<file path="src/rtl/phyxs_pkg.sv">
package phyxs_pkg;
   localparam int REG_W      = 16;
   localparam int ADR_CTRL   = 0;
   localparam int ADR_LINK   = 1;
   localparam int ADR_FAULT  = 8;
   localparam int B_RST      = 15;
   localparam int B_LPBK     = 14;
   localparam int B_SPD_HI   = 13;
   localparam int B_SPD_LO   = 6;
   localparam int B_LFAULT   = 7;
   localparam int B_TXUP     = 2;
   localparam int B_TXFLT    = 11;
   localparam int B_RXFLT    = 10;
   localparam logic [1:0] PRESENT_CODE = 2'b10;

   typedef struct packed {
      logic rst_busy;
      logic lpbk;
      logic tx_up;
      logic tx_flt;
      logic rx_flt;
   } mgmt_view_t;
endpackage

</file>
<file path="src/rtl/phyxs_ctl_reg.sv">
module phyxs_ctl_reg #(
   parameter int RST_CYC = 4
) (
   input  logic clk,
   input  logic rst_n,
   input  logic wr_stb,
   input  logic wr_rst_bit,
   input  logic wr_lpbk_bit,
   output logic rst_busy,
   output logic soft_rst,
   output logic lpbk_q
);
   localparam int CNT_W = $clog2(RST_CYC + 1);

   logic [CNT_W-1:0] cnt_q;
   logic             start;

   assign rst_busy = (cnt_q != '0);
   assign start    = wr_stb & wr_rst_bit & ~rst_busy;
   assign soft_rst = start | rst_busy;

   always_ff @(posedge clk or negedge rst_n) begin
      if (!rst_n) begin
         cnt_q <= '0;
      end else if (start) begin
         cnt_q <= CNT_W'(RST_CYC);
      end else if (rst_busy) begin
         cnt_q <= cnt_q - 1'b1;
      end
   end

   always_ff @(posedge clk or negedge rst_n) begin
      if (!rst_n) begin
         lpbk_q <= 1'b0;
      end else if (soft_rst) begin
         lpbk_q <= 1'b0;
      end else if (wr_stb) begin
         lpbk_q <= wr_lpbk_bit;
      end
   end
endmodule

</file>
<file path="src/rtl/phyxs_lane_cond.sv">
module phyxs_lane_cond #(
   parameter int NUM_LANES = 4
) (
   input  logic [NUM_LANES-1:0] sig_ok,
   input  logic [NUM_LANES-1:0] byte_sync,
   input  logic                 lane_align,
   input  logic                 pll_locked,
   output logic                 tx_bad,
   output logic                 rx_bad
);
   logic [NUM_LANES-1:0] lane_ok;

   for (genvar i = 0; i < NUM_LANES; i++) begin : g_lane
      assign lane_ok[i] = sig_ok[i] & byte_sync[i];
   end

   assign tx_bad = ~((&lane_ok) & lane_align);
   assign rx_bad = ~pll_locked;
endmodule

</file>
<file path="src/rtl/phyxs_sticky_bit.sv">
module phyxs_sticky_bit #(
   parameter bit HOLD_HIGH = 1'b1
) (
   input  logic clk,
   input  logic rst_n,
   input  logic soft_rst,
   input  logic bad,
   input  logic rearm,
   output logic q
);
   localparam logic IDLE_VAL = HOLD_HIGH ? 1'b0 : 1'b1;

   logic nxt;

   if (HOLD_HIGH) begin : g_hold_high
      always_comb nxt = rearm ? bad : (q | bad);
   end else begin : g_hold_low
      always_comb nxt = rearm ? ~bad : (q & ~bad);
   end

   always_ff @(posedge clk or negedge rst_n) begin
      if (!rst_n) begin
         q <= IDLE_VAL;
      end else if (soft_rst) begin
         q <= IDLE_VAL;
      end else begin
         q <= nxt;
      end
   end
endmodule

</file>
<file path="src/rtl/phyxs_rd_mux.sv">
module phyxs_rd_mux
   import phyxs_pkg::*;
#(
   parameter int ADDR_W = 16
) (
   input  logic [ADDR_W-1:0] addr,
   input  mgmt_view_t        view,
   output logic [REG_W-1:0]  data
);
   logic [REG_W-1:0] ctrl_w, link_w, flt_w;

   always_comb begin
      ctrl_w           = '0;
      ctrl_w[B_RST]    = view.rst_busy;
      ctrl_w[B_LPBK]   = view.lpbk;
      ctrl_w[B_SPD_HI] = 1'b1;
      ctrl_w[B_SPD_LO] = 1'b1;

      link_w           = '0;
      link_w[B_LFAULT] = view.tx_flt | view.rx_flt;
      link_w[B_TXUP]   = view.tx_up;

      flt_w            = '0;
      flt_w[15:14]     = PRESENT_CODE;
      flt_w[B_TXFLT]   = view.tx_flt;
      flt_w[B_RXFLT]   = view.rx_flt;
   end

   always_comb begin
      if (addr == ADDR_W'(ADR_CTRL))       data = ctrl_w;
      else if (addr == ADDR_W'(ADR_LINK))  data = link_w;
      else if (addr == ADDR_W'(ADR_FAULT)) data = flt_w;
      else                                 data = '0;
   end
endmodule

</file>
<file path="src/rtl/phyxs_regbank.sv">
module phyxs_regbank
   import phyxs_pkg::*;
#(
   parameter int ADDR_W    = 16,
   parameter int NUM_LANES = 4,
   parameter int RST_CYC   = 4
) (
   input  logic                 clk,
   input  logic                 rst_n,
   input  logic [ADDR_W-1:0]    addr,
   input  logic                 wr_en,
   input  logic [15:0]          wr_data,
   input  logic                 rd_en,
   output logic [15:0]          rd_data,
   input  logic                 alarm_rd_stb,
   input  logic [NUM_LANES-1:0] sig_ok,
   input  logic [NUM_LANES-1:0] byte_sync,
   input  logic                 lane_align,
   input  logic                 pll_locked,
   output logic                 chip_reset,
   output logic [NUM_LANES-1:0] loopback_en
);
   if (ADDR_W < 4) begin : g_chk_aw
      $error("ADDR_W must reach address 8");
   end
   if (NUM_LANES < 1) begin : g_chk_ln
      $error("NUM_LANES must be at least 1");
   end
   if (RST_CYC < 1) begin : g_chk_rc
      $error("RST_CYC must be at least 1");
   end

   logic wr_ctrl, rd_link, rd_flt, flt_rearm;
   logic soft_rst, lpbk_q, tx_bad, rx_bad;
   logic tx_up_q, tx_flt_q, rx_flt_q;
   logic [REG_W-1:0] mux_data;
   mgmt_view_t view;
   logic unused_wdata;

   assign unused_wdata = ^wr_data[13:0];
   assign wr_ctrl   = wr_en & (addr == ADDR_W'(ADR_CTRL));
   assign rd_link   = rd_en & (addr == ADDR_W'(ADR_LINK));
   assign rd_flt    = rd_en & (addr == ADDR_W'(ADR_FAULT));
   assign flt_rearm = rd_flt | alarm_rd_stb;

   phyxs_ctl_reg #(.RST_CYC(RST_CYC)) u_ctl (
      .clk        (clk),
      .rst_n      (rst_n),
      .wr_stb     (wr_ctrl),
      .wr_rst_bit (wr_data[B_RST]),
      .wr_lpbk_bit(wr_data[B_LPBK]),
      .rst_busy   (chip_reset),
      .soft_rst   (soft_rst),
      .lpbk_q     (lpbk_q)
   );

   phyxs_lane_cond #(.NUM_LANES(NUM_LANES)) u_cond (
      .sig_ok    (sig_ok),
      .byte_sync (byte_sync),
      .lane_align(lane_align),
      .pll_locked(pll_locked),
      .tx_bad    (tx_bad),
      .rx_bad    (rx_bad)
   );

   phyxs_sticky_bit #(.HOLD_HIGH(1'b0)) u_tx_up (
      .clk(clk), .rst_n(rst_n), .soft_rst(soft_rst),
      .bad(tx_bad), .rearm(rd_link), .q(tx_up_q)
   );

   phyxs_sticky_bit #(.HOLD_HIGH(1'b1)) u_tx_flt (
      .clk(clk), .rst_n(rst_n), .soft_rst(soft_rst),
      .bad(tx_bad), .rearm(flt_rearm), .q(tx_flt_q)
   );

   phyxs_sticky_bit #(.HOLD_HIGH(1'b1)) u_rx_flt (
      .clk(clk), .rst_n(rst_n), .soft_rst(soft_rst),
      .bad(rx_bad), .rearm(flt_rearm), .q(rx_flt_q)
   );

   assign view = '{rst_busy: chip_reset, lpbk: lpbk_q, tx_up: tx_up_q,
                   tx_flt: tx_flt_q, rx_flt: rx_flt_q};

   phyxs_rd_mux #(.ADDR_W(ADDR_W)) u_mux (
      .addr(addr),
      .view(view),
      .data(mux_data)
   );

   always_ff @(posedge clk or negedge rst_n) begin
      if (!rst_n) begin
         rd_data <= '0;
      end else if (rd_en) begin
         rd_data <= mux_data;
      end
   end

   assign loopback_en = {NUM_LANES{lpbk_q}};
endmodule

</file>
<file path="config.mk">
export PLATFORM = sky130hd
export DESIGN_NAME = phyxs_regbank
export DESIGN_NICKNAME = d
export VERILOG_FILES = /design/src/rtl/phyxs_pkg.sv /design/src/rtl/phyxs_ctl_reg.sv /design/src/rtl/phyxs_lane_cond.sv /design/src/rtl/phyxs_sticky_bit.sv /design/src/rtl/phyxs_rd_mux.sv /design/src/rtl/phyxs_regbank.sv
export SDC_FILE = /design/constraint.sdc
export NUM_CORES = 1
export LEC_CHECK = 0
export CORE_MARGIN = 1.5
export CORE_UTILIZATION = 35
export DETAILED_ROUTE_END_ITERATION = 16
export HOLD_SLACK_MARGIN = 0.06
export PLACE_DENSITY = 0.84
export SLEW_MARGIN = 20
export SYNTH_ARGS = -nofsm -noshare
export SYNTH_HDL_FRONTEND = slang
export SYNTH_SLANG_ARGS = --single-unit
</file>
<file path="constraint.sdc">
create_clock -name clk -period 2.5 [get_ports clk]
set_input_delay 0.75 -clock clk [delete_from_list [all_inputs] [get_ports clk]]
set_output_delay 0.75 -clock clk [all_outputs]
set_load 0.02 [all_outputs]
</file>
==> implementation parameters <==
Parameter                              Value

Yosys
  Synthesized-area fraction occupied by ao, oa, aoi and oai cells    17.9%
  Synthesis Warnings    0
  #FFs+latches synth    14
  Share of the synthesized netlist area taken by xor and xnor gates    0%
  Share of the yosys chip area belonging to registers    39.9%
  Top cells by area, synth    sky130_fd_sc_hd__dfrtp_1, sky130_fd_sc_hd__buf_4, sky130_fd_sc_hd__inv_1
  Share of synthesized cell area in and, or, nand and nor gates    16.9%
  Synth Instances    89
  Cell taking the most area after synthesis    sky130_fd_sc_hd__dfrtp_1
  Synth top area share    36.9%
  Primary flip-flop cell chosen by synthesis mapping    sky130_fd_sc_hd__dfrtp_1
  Dominant combinational cell family by area after synthesis    buffers and inverters
  Fraction of synthesized area in multiplexers    2.84%
  Synthesized area    881 um2
  Number of distinct library cell variants in the gate-level netlist after synthesis    30
  Commonest cells in the synthesized netlist    sky130_fd_sc_hd__buf_4, sky130_fd_sc_hd__dfrtp_1, sky130_fd_sc_hd__inv_1, sky130_fd_sc_hd__nand4_1, sky130_fd_sc_hd__o21ai_0
  Post-synthesis share of cell area spent on full adders, half adders and majority gates    2.84%
  Average cell area after synthesis    9.90 um2
  Number of enable-type register cells in the synthesized netlist    0
  Share of synthesized flip-flops with an asynchronous set or reset    100%

Worst setup path
  Setup slack, reg-to-reg    1130 ps
  Category of the most critical setup path    flip-flop to primary output
  Critical Path End Type    primary output
  Number of cell instances on the worst register-to-register path    6
  Arrival time reported for the critical path endpoint    1610 ps
  Required time of the critical path    1750 ps
  Worst flop-to-flop path endpoint    u_ctl.lpbk_q$_DFFE_PN0P_
  Startpoint type of the worst setup path    flip-flop
  Reg2Reg Launch Point    u_ctl.cnt_q[0]$_DFFE_PN0P_
  Crit path max fanout    2

GRT
  Initial antenna violation count    0
  Vias in the first global route    765
  Global routing usage summed across all routing layers    14.7%
  Pin count of the biggest net entering global routing    15
  GRT Residual Overflow    0
  First-pass GRT wire length    3020 um

Clock tree
  Maximum number of buffers from clock root to sink    2
  Total number of H-tree levels    1
  Clock Latency Late Sink    270 ps
  CTS-repair resized insts    0
  Total CTS buffers    3
  Clock sink total    14
  Clock Root Buffer    sky130_fd_sc_hd__clkbuf_4
  Post-CTS setup buffer count    0
  CTS clk-pin slew, worst paths    80 ps
  Number of hold buffers added after CTS    0
  CTS tree    done

Timing
  Worst slew margin    59.3%
  Final number of max-transition violations    0
  Shortest period the worst path allows    2360 ps
  Unrepaired setup endpoints after global routing    no
  Worst-case clock skew    2.31 ps
  Post-route clock period utilization    94.3%
  Worst Max-Slew Pin Slew    608 ps
  Hold Vio Cnt, Final    0
  Endpoints failing setup    0
  Setup TNS    0 ps
  Hold WS    518 ps
  Top achievable clock speed    0.424 GHz

Detailed routing
  Residual DRC    0
  Vias per cell    4.96
  DRT Pass-1 Iters    4
  Total wire length    1930 um
  Number of DRC markers in iteration 0    14
  Per-cell routed wire length    12.0 um
  Number of nets still failing antenna checks after routing    0
  Detailed-route via count    793

Power and ir drop
  Total power divided by cell area    567 nW/um2
  Leakage power total    0.555 nW
  Worst ir drop on vdd    260 uV

Min path
  Number of stages on the worst hold path    1
  Class of the worst hold path    flip-flop to flip-flop
  End point of the worst hold path    rd_data[10]$_DFFE_PN0P_
  Hold path startpoint    rd_data[10]$_DFFE_PN0P_

Run
  Maxcap violations    0

Floorplanning
  Horiz. Die Dim    53.2 um
  Die extent in y    53.2 um
  Area enclosed by the die boundary    2830 um2
  I/O pin count    68
  Number of placement rows    17
  Std-Cell Core Area    2300 um2
  Effective utilization at floorplan    38.3%

Layout
  Register Area    352 um2
  Net count reported at finish    182
  Fraction of layout instances using a drive strength above 1    9.85%
  Area growth, synth to finish    51.1%
  Design Area, Final    1330 um2
  Antenna Diode Count    0
  Fill cell instance count of the final layout    210
  Footprint of the multi-input gates    387 um2

Placement
  Count of input and output buffers    45
  Area after detailed placement    1290 um2
  GP Congestion    0.718
  Detail Placement HPWL    1610 um

Status
  Run status    finished, final reports clean
-- metal layers --
layer,part of all wire [%],track usage [%],vias up
met5,0,0,-
met4,1.3,6.41,0
met3,7.9,2.54,4
met2,53,27.7,38
met1,38,15.9,368
li1,-,-,383
-- cell type report --
cell class	instances	area share, %
clock buffer	4	2.73
tap	28	2.63
inverter	13	3.67
timing repair buffer	48	35.5
sequential	14	26.4
multi-input combinational	53	29.0
-- sequential cells by signal, indices dropped and copies added, names as in the netlist --
register	cells
u_tx_up.q	1
u_ctl.cnt_q	3
rd_data	7
u_rx_flt.q	1
u_ctl.lpbk_q	1
u_tx_flt.q	1
-- power by group --
group          switching [W]  internal (W)
registers          0.0000313      0.000277
clock network      0.0000661     0.0000885
logic               0.000133      0.000159
total               0.000230      0.000524
-- per-stage QoR --
step,instances,power (W),utilization (%),setup WS (ps)
floorplan,96,0.000495,-,680
global placement,156,0.000588,56.4,195
detailed placement,156,0.000605,56.4,148
CTS,160,0.000765,58.0,114
global route,160,0.000811,58.0,52.1
finish,160,0.000755,58.0,142
-- worst max-delay path, stage by stage, from the launching register on --
cell and delay, ps:
sky130_fd_sc_hd__dfrtp_1 370, sky130_fd_sc_hd__inv_1 70, sky130_fd_sc_hd__ha_1 200, sky130_fd_sc_hd__nand2b_1 90, sky130_fd_sc_hd__clkdlybuf4s50_1 600
-- placed cells by master (no fill, tap or decap), types with 2 or more instances in the layout --
cell type / Yosys / routed
sky130_fd_sc_hd__inv_1: 13 / 13
sky130_fd_sc_hd__o21ai_0: 6 / 6
sky130_fd_sc_hd__a22o_1: 3 / 3
sky130_fd_sc_hd__clkdlybuf4s50_1: 0 / 45
sky130_fd_sc_hd__clkbuf_4: 0 / 3
sky130_fd_sc_hd__ha_1: 2 / 2
sky130_fd_sc_hd__conb_1: 1 / 8
sky130_fd_sc_hd__nand2_1: 2 / 2
sky130_fd_sc_hd__nor2_1: 4 / 4
sky130_fd_sc_hd__nand4_1: 6 / 6
sky130_fd_sc_hd__nor2b_1: 2 / 2
sky130_fd_sc_hd__a311oi_1: 2 / 2
sky130_fd_sc_hd__o21a_1: 2 / 2
sky130_fd_sc_hd__nor4_1: 3 / 3
sky130_fd_sc_hd__buf_4: 13 / 3
sky130_fd_sc_hd__dfrtp_1: 13 / 13
-- worst max path at each step --
stage | start | to
after floorplan | u_ctl.cnt_q[0]$_DFFE_PN0P_ | chip_reset
after global placement | addr[8] | u_ctl.cnt_q[0]$_DFFE_PN0P_
after detailed placement | addr[2] | u_ctl.cnt_q[0]$_DFFE_PN0P_
after CTS | u_ctl.cnt_q[0]$_DFFE_PN0P_ | chip_reset
after global routing | u_ctl.cnt_q[0]$_DFFE_PN0P_ | chip_reset
final | u_ctl.cnt_q[0]$_DFFE_PN0P_ | chip_reset
-- cells by family after synthesis --
logic type	Yosys count
buf+inv	29
simple gates	23
compound gates	18
flops	14
mux	2
fa+ha+maj	2
other cells	1
No activity file was read; power rests on OpenSTA's default activity.
